**src/rtl/dma_ctl.sv**
```systemverilog
module dma_ctl #(
  parameter int NCH = 2,
  parameter int AW  = 8,
  parameter int DW  = 16,
  parameter int CW  = 8,
  localparam int RAW = $clog2(NCH) + 3,
  localparam int CHW = (NCH > 1) ? $clog2(NCH) : 1
) (
  input  logic           clk,
  input  logic           rst_n,
  input  logic           reg_we,
  input  logic [RAW-1:0] reg_addr,
  input  logic [7:0]     reg_wdata,
  output logic [7:0]     reg_rdata,
  input  logic           ext_n,
  input  logic [13:0]    evt_in,
  input  logic [2:0]     alt_evt,
  output logic           bus_rd,
  output logic           bus_wr,
  output logic           bus_size8,
  output logic [AW-1:0]  bus_addr,
  output logic [DW-1:0]  bus_wdata,
  input  logic [DW-1:0]  bus_rdata
);
  typedef enum logic [1:0] {S_IDLE, S_RD, S_WR} st_t;

  st_t st;
  logic [CHW-1:0] cur, pick;
  logic [DW-1:0]  data;
  logic [2:0]     xs;
  logic           fall;

  logic [NCH-1:0][3:0]    cause;
  logic [NCH-1:0]         expd, unit8, rpt, req, en, sfwd, dfwd;
  logic [NCH-1:0][AW-1:0] src, dst, src_rl, dst_rl;
  logic [NCH-1:0][CW-1:0] cnt, cnt_rl;
  logic [NCH-1:0]         wsel, hit, swt, clr;
  logic [15:0]            vec;

  wire [RAW-4:0] rch    = reg_addr[RAW-1:3];
  wire [2:0]     off    = reg_addr[2:0];
  wire           ctl_ok = !(reg_wdata[4] && reg_wdata[5]);
  wire           go     = |(en & req);

  assign fall = xs[2] & ~xs[1];

  always_ff @(posedge clk or negedge rst_n)
    if (!rst_n) xs <= 3'b111;
    else        xs <= {xs[1:0], ext_n};

  always_comb begin
    vec = '0;
    for (int i = 0; i < NCH; i++) begin
      wsel[i] = reg_we && (int'(rch) == i);
      vec = {evt_in[13:6], expd[i] ? alt_evt : evt_in[5:3], evt_in[2:0], 1'b0, fall};
      hit[i] = vec[cause[i]];
      swt[i] = wsel[i] && off == 3'd0 && reg_wdata[7] && reg_wdata[3:0] == 4'd1;
      clr[i] = (wsel[i] && off == 3'd1 && ctl_ok && !reg_wdata[2]) ||
               (st == S_WR && cur == CHW'(i));
    end
  end

  always_comb begin
    pick = '0;
    for (int i = NCH - 1; i >= 0; i--)
      if (en[i] && req[i]) pick = CHW'(i);
  end

  always_ff @(posedge clk or negedge rst_n) begin
    if (!rst_n) begin
      cause <= '0; expd <= '0; unit8 <= '0; rpt <= '0; req <= '0; en <= '0;
      sfwd <= '0; dfwd <= '0; src <= '0; dst <= '0; src_rl <= '0; dst_rl <= '0;
      cnt <= '0; cnt_rl <= '0;
    end else begin
      for (int i = 0; i < NCH; i++) begin
        if (wsel[i]) begin
          case (off)
            3'd0: begin cause[i] <= reg_wdata[3:0]; expd[i] <= reg_wdata[4]; end
            3'd1: if (ctl_ok) begin
              unit8[i] <= reg_wdata[0]; rpt[i]  <= reg_wdata[1]; en[i] <= reg_wdata[3];
              sfwd[i]  <= reg_wdata[4]; dfwd[i] <= reg_wdata[5];
            end
            3'd2: begin src[i] <= AW'(reg_wdata); src_rl[i] <= AW'(reg_wdata); end
            3'd3: begin dst[i] <= AW'(reg_wdata); dst_rl[i] <= AW'(reg_wdata); end
            3'd4: begin cnt[i] <= CW'(reg_wdata); cnt_rl[i] <= CW'(reg_wdata); end
            default: ;
          endcase
        end
        if (st == S_WR && cur == CHW'(i)) begin
          if (cnt[i] <= CW'(1) && rpt[i]) begin
            src[i] <= src_rl[i]; dst[i] <= dst_rl[i]; cnt[i] <= cnt_rl[i];
          end else begin
            if (sfwd[i]) src[i] <= src[i] + (unit8[i] ? AW'(1) : AW'(2));
            if (dfwd[i]) dst[i] <= dst[i] + (unit8[i] ? AW'(1) : AW'(2));
            if (cnt[i] <= CW'(1)) begin cnt[i] <= '0; en[i] <= 1'b0; end
            else cnt[i] <= cnt[i] - CW'(1);
          end
        end
        req[i] <= hit[i] || swt[i] || (req[i] && !clr[i]);
      end
    end
  end

  always_ff @(posedge clk or negedge rst_n) begin
    if (!rst_n) begin
      st <= S_IDLE; cur <= '0; data <= '0;
    end else begin
      case (st)
        S_IDLE: if (go) begin st <= S_RD; cur <= pick; end
        S_RD:   begin data <= bus_rdata; st <= S_WR; end
        default: st <= S_IDLE;
      endcase
    end
  end

  assign bus_rd    = (st == S_RD);
  assign bus_wr    = (st == S_WR);
  assign bus_addr  = bus_wr ? dst[cur] : src[cur];
  assign bus_wdata = data;
  assign bus_size8 = unit8[cur];

  always_comb begin
    reg_rdata = '0;
    for (int i = 0; i < NCH; i++)
      if (int'(rch) == i)
        case (off)
          3'd0: reg_rdata = {3'b000, expd[i], cause[i]};
          3'd1: reg_rdata = {2'b00, dfwd[i], sfwd[i], en[i], req[i], rpt[i], unit8[i]};
          3'd2: reg_rdata = 8'(src[i]);
          3'd3: reg_rdata = 8'(dst[i]);
          3'd4: reg_rdata = 8'(cnt[i]);
          default: reg_rdata = '0;
        endcase
  end
endmodule

```
**config.mk**
```make
export PLATFORM = sky130hd
export DESIGN_NAME = dma_ctl
export DESIGN_NICKNAME = d
export VERILOG_FILES = /design/src/rtl/dma_ctl.sv
export SDC_FILE = /design/constraint.sdc
export NUM_CORES = 1
export LEC_CHECK = 0
export BUFFER_PORTS_ARGS = -buffer_cell sky130_fd_sc_hd__buf_2
export CAP_MARGIN = 20
export CORE_MARGIN = 2
export CORE_UTILIZATION = 45
export DETAILED_ROUTE_END_ITERATION = 8
export GPL_ROUTABILITY_DRIVEN = 0
export SETUP_SLACK_MARGIN = 0.3
export SYNTH_ARGS = -nofsm -noshare
export SYNTH_HDL_FRONTEND = slang
export SYNTH_SLANG_ARGS = --single-unit
```
**constraint.sdc**
```tcl
create_clock -name clk -period 5.1 [get_ports clk]
set_input_delay 1.02 -clock clk [delete_from_list [all_inputs] [get_ports clk]]
set_output_delay 1.02 -clock clk [all_outputs]
set_load 0.05 [all_outputs]
```
# After elaboration in Yosys (flattened, before gate mapping)
# Index checks and enable logic that the tools add are counted.
word_totals:
  inputBits: 49
  out_inout_bits: 35
  reg_bits: 140
classes:
  n_reduce_logical: 53
  muxes: 63
  order_cmp: 5
  add_sub_neg: 6
  n_bitwise: 6
  eq_ne: 8
ops:
  columns: ["cell", "n"]
  rows:
  - ["8-bit two-way mux", 35]
  - ["8-bit case mux with 5 select lines", 2]
  - ["1-bit logical AND", 23]
  - ["2-bit AND reduction", 11]
  - ["1-bit two-way mux", 18]
  - ["8-bit by 2-bit adder with 8-bit output", 2]
  - ["8-bit adder", 2]
  - ["8-bit by 1-bit <= comparator with 1-bit output, second input constant", 2]
  - ["8-bit by 1-bit subtractor with 8-bit output, second input constant", 2]
  - ["4-bit by 5-bit less-than comparator with 1-bit output, second input constant", 2]
  - ["1-bit binary-select mux with 4-bit select", 2]
  - ["2-bit nonzero test", 4]
  - ["3-bit by 2-bit equality test with 1-bit output, second input constant", 2]
  - ["1-bit logical OR", 6]
  - ["2-bit two-way mux", 3]
  - ["3-bit two-way mux", 2]
  - ["3-bit AND reduction", 2]
  - ["4-bit by 1-bit equality test with 1-bit output, second input constant", 1]
  - ["1-bit zero test", 4]
  - ["1-bit inverter", 4]
  - ["2-bit case mux with 2 select lines", 1]
  - ["3-bit by 1-bit equality test with 1-bit output, second input constant", 1]
  - ["3-bit equality test, second input constant", 1]
  - ["3-bit zero test", 1]
  - ["8 further kinds", 8]

# Logic depth before layout (Yosys ltp)
depth:
  word_depth: 9
  depth_mapped: 9
  ltp_nobuf: 7

# Worst setup path after synthesis
# OpenSTA, ideal clock, no wires.
synth_timing:
  kind: "input-to-output"
  from: "input port reg_addr[2]"
  to: "output port reg_rdata[2]"
  n_path_buf: 2
  stages: 6
  required_ps: 4080
  slack_ps: 676
  arrival_time_ps: 3404
  cell_sequence: "buf_2 -> buf_2 -> mux2i_1 -> nor2_1 -> a21oi_1 -> o311ai_0"
synth_via:
  elab_chain_cells: 3
  word_cells_on_any_way: 8
  cone_classes: "eq/ne (4); mux (3); reduce/logical (1)"
synth_lines:
  columns: ["item", "line_no", "source"]
  rows:
  - ["start: declaration", "12", "input logic [RAW-1:0] reg_addr,"]
  - ["3-bit equality test (tied with other cells)", "126", "case (off)"]
  - ["8-bit case mux with 5 select lines", "126", null]
  - ["8-bit two-way mux *", "125", "if (int'(rch) == i)"]
  - ["end: declaration", "14", "output logic [7:0] reg_rdata,"]
# Every way passes the cells marked *; elsewhere a longest branch is shown, timed or not.

# Final worst setup path
layout_timing:
  from: "input port reg_addr[0]"
  to: "output port reg_rdata[2]"
# The elaborated chain is that of the path after synthesis.

==> run metrics <==
crit path kind input port to output port; via count 7029; final hold viol count 0; TritonCTS clock tree built; Residual DRC 0; multi-input logic area 0.00456 mm²; GR Util All Layers 25.3%; Die W 141 µm; Tmin final 3.97 ns; Setup Skew 0.0104 ns; flop2flop setup slack 2.59 ns; hold depth 0; Wirelength per Cell 21.2 µm; syn_nets 933; pins over their slew limit 0; critical hold path startpoint xs[0]; Remaining Overflow, GRT 0; io pins 84; worst setup margin 1.13 ns; Top Metal Used met5; Async SR Flop Fraction 100%; Placed Cells incl. Taps 1127; Finished Cell Area 0.00945 mm²; H-tree depth 4; most common cell type on the critical path buf_2; fin nets 977; Filler cells 1727; Worst-path clk slew 0.06 ns; WHS Endpoint xs[1]; Worst Path Max Fanout 42; post-DP HPWL 16.7 mm; Critical R2R Capture dst[3]; critical path arrival 2.95 ns; crit end category output port; Post-CTS Setup Bufs 0; pre-CTS WS 1.18 ns; Die Y 141 µm; total power draw 5.55 mW; leading cell type by number of instances after synthesis nand2_1; 1st-iter DRT viols 593; drt first pass iters 5; Post-synth top flop dfrtp_1; die area 0.0199 mm²; sequential area share after synthesis 41.6%; Post-DP Area 0.00889 mm²; Commonest cells post-synth nand2_1, dfrtp_1, mux2_2; post-synth top area share 40.6%; number of synthesized flops with an enable pin 0; Clock Sinks 140; Num CTS Buffers 17; Worst Hold Class flip-flop to flip-flop; Final ANT Viol Nets 0; met3 WL 1.62 mm; wirelength, routed 24.6 mm; met2 wire length 11.2 mm; outcome finished clean; Core Util, Final 50.9%; actual slew at the worst max-slew pin 0.958 ns; Worst EP required 4.08 ns; Cell Area, Synth 0.00844 mm²; wire length of the first global-routing pass 38.7 mm; Area growth syn-to-layout 12.0%; Startpoint Class input port; Core Region 0.0186 mm²; worst-skew pair later-pin latency 0.43 ns; worst rel slew slack 36.1%; Max Root-Sink Buffers 2; Reg area 0.00351 mm²; Pwr Density 587 mW/mm²; crit-path max cell delay 0.61 ns; crit path max-delay cell type buf_2; RSZ-0062 raised after global routing no; vias in the first global route 6687; Root Driver clkbuf_16; Via density 6.06; initial antenna violation count 1; final hold slack 0.360 ns; worst-path cell chain buf_2 > and2b_1 > a21oi_1 > o311ai_0 > buf_2; period utilization 77.9%; Yosys warning total 0; setup TNS 0 ns; met1 WL 11.0 mm; hold buffers post-CTS 0; f_max 0.252 GHz; Seq cells post-synth 140; Yosys top cell by area dfrtp_1; VDD IR max 0.000258 V; post-CTS resize count 0; Worst R2R Start cnt[0]; Synth area leaders dfrtp_1, mux2_2, nand2_1; synth unique cells 71; Layout Cells excl Fill 1160; synthesized area per cell 9.72 µm²; layout cells sized above 1 23.0%; Mapped Cells 868; Site Rows 50; leakage 4.16 nW; I/O Buffers 83; number of max-cap violations 0; final setup violating endpoints 0; largest net degree at the start of global routing 77; reg2reg path depth 7; Initial Util 45.4%
[layout by cell type (no fill, tap or decap), types with 12 or more instances in the layout]
master     count
nand2_1      163
dfrtp_1      137
buf_2         82
mux2_2        62
a21oi_1       41
nor2_1        33
o22ai_1       30
mux2i_1       25
nand3_1       25
nor3_1        17
clkbuf_16     17
and3_1        16
a32oi_1       16
o21ai_0       15
a31oi_1       14
xnor2_1       14
mux4_2        14
xor2_1        12
ha_1          12
[per-layer routing]
layer	vias to the layer above	GRT usage, %
li1	3276	-
met1	3463	35.5
met2	239	38.8
met3	49	5.60
met4	2	9.16
met5	-	0
[critical path: cells and delay by family]
family	cells	cell delay [ns]
buffers and inverters	2	0.98
AOI/OAI and AO/OA	2	0.60
and+or+nand+nor	1	0.33
[registers in the layout (all words and copies together) (netlist names), 3 cells and up]
signal and cells:
dst_rl 16, xs 3, cause 8, src 16, dst 16, cnt_rl 16, bus_wdata 16, cnt 16
src_rl 16
[cell type report]
class | instances | share of cell area (%)
Antenna cell | 1 | 0.0265
Sequential cell | 140 | 37.1
Timing Repair Buffer | 91 | 5.10
Inverter | 12 | 0.476
Clock buffer | 20 | 4.72
Clock inverter | 12 | 1.23
Tap cell | 234 | 3.10
Multi-Input combinational cell | 650 | 48.3
[kinds of logic (layout without fill, tap and decap cells)]
kind of cell | Yosys count | count (layout) | synth area share, %
AOI/OAI and AO/OA | 192 | 192 | 15.5
xor gates and xnor gates | 26 | 26 | 2.70
adders and majority gates | 16 | 16 | 2.73
buffers and inverters | 78 | 135 | 4.40
DFF | 140 | 140 | 41.6
muxes | 101 | 101 | 15.0
other | 0 | 1 | 0
and+or+nand+nor | 315 | 315 | 18.1
[report_power, final]
group / internal (mW) / total (mW) / switching (mW)
clock: 0.687 / 1.19 / 0.504
combinational: 0.921 / 2.27 / 1.35
sequential: 1.48 / 2.09 / 0.604
[worst max path at each step]
stage | slack [ns] | cells after the start | to | start
after floorplan | 0.68 | 6 | reg_rdata[2] | reg_addr[2]
after global placement | 1.23 | 5 | reg_rdata[2] | reg_addr[0]
after detailed placement | 1.18 | 5 | reg_rdata[2] | reg_addr[0]
after CTS | 1.18 | 5 | reg_rdata[2] | reg_addr[0]
after global routing | 1.06 | 5 | reg_rdata[2] | reg_addr[0]
final | 1.13 | 5 | reg_rdata[2] | reg_addr[0]
(Power assumes the default switching activity.)
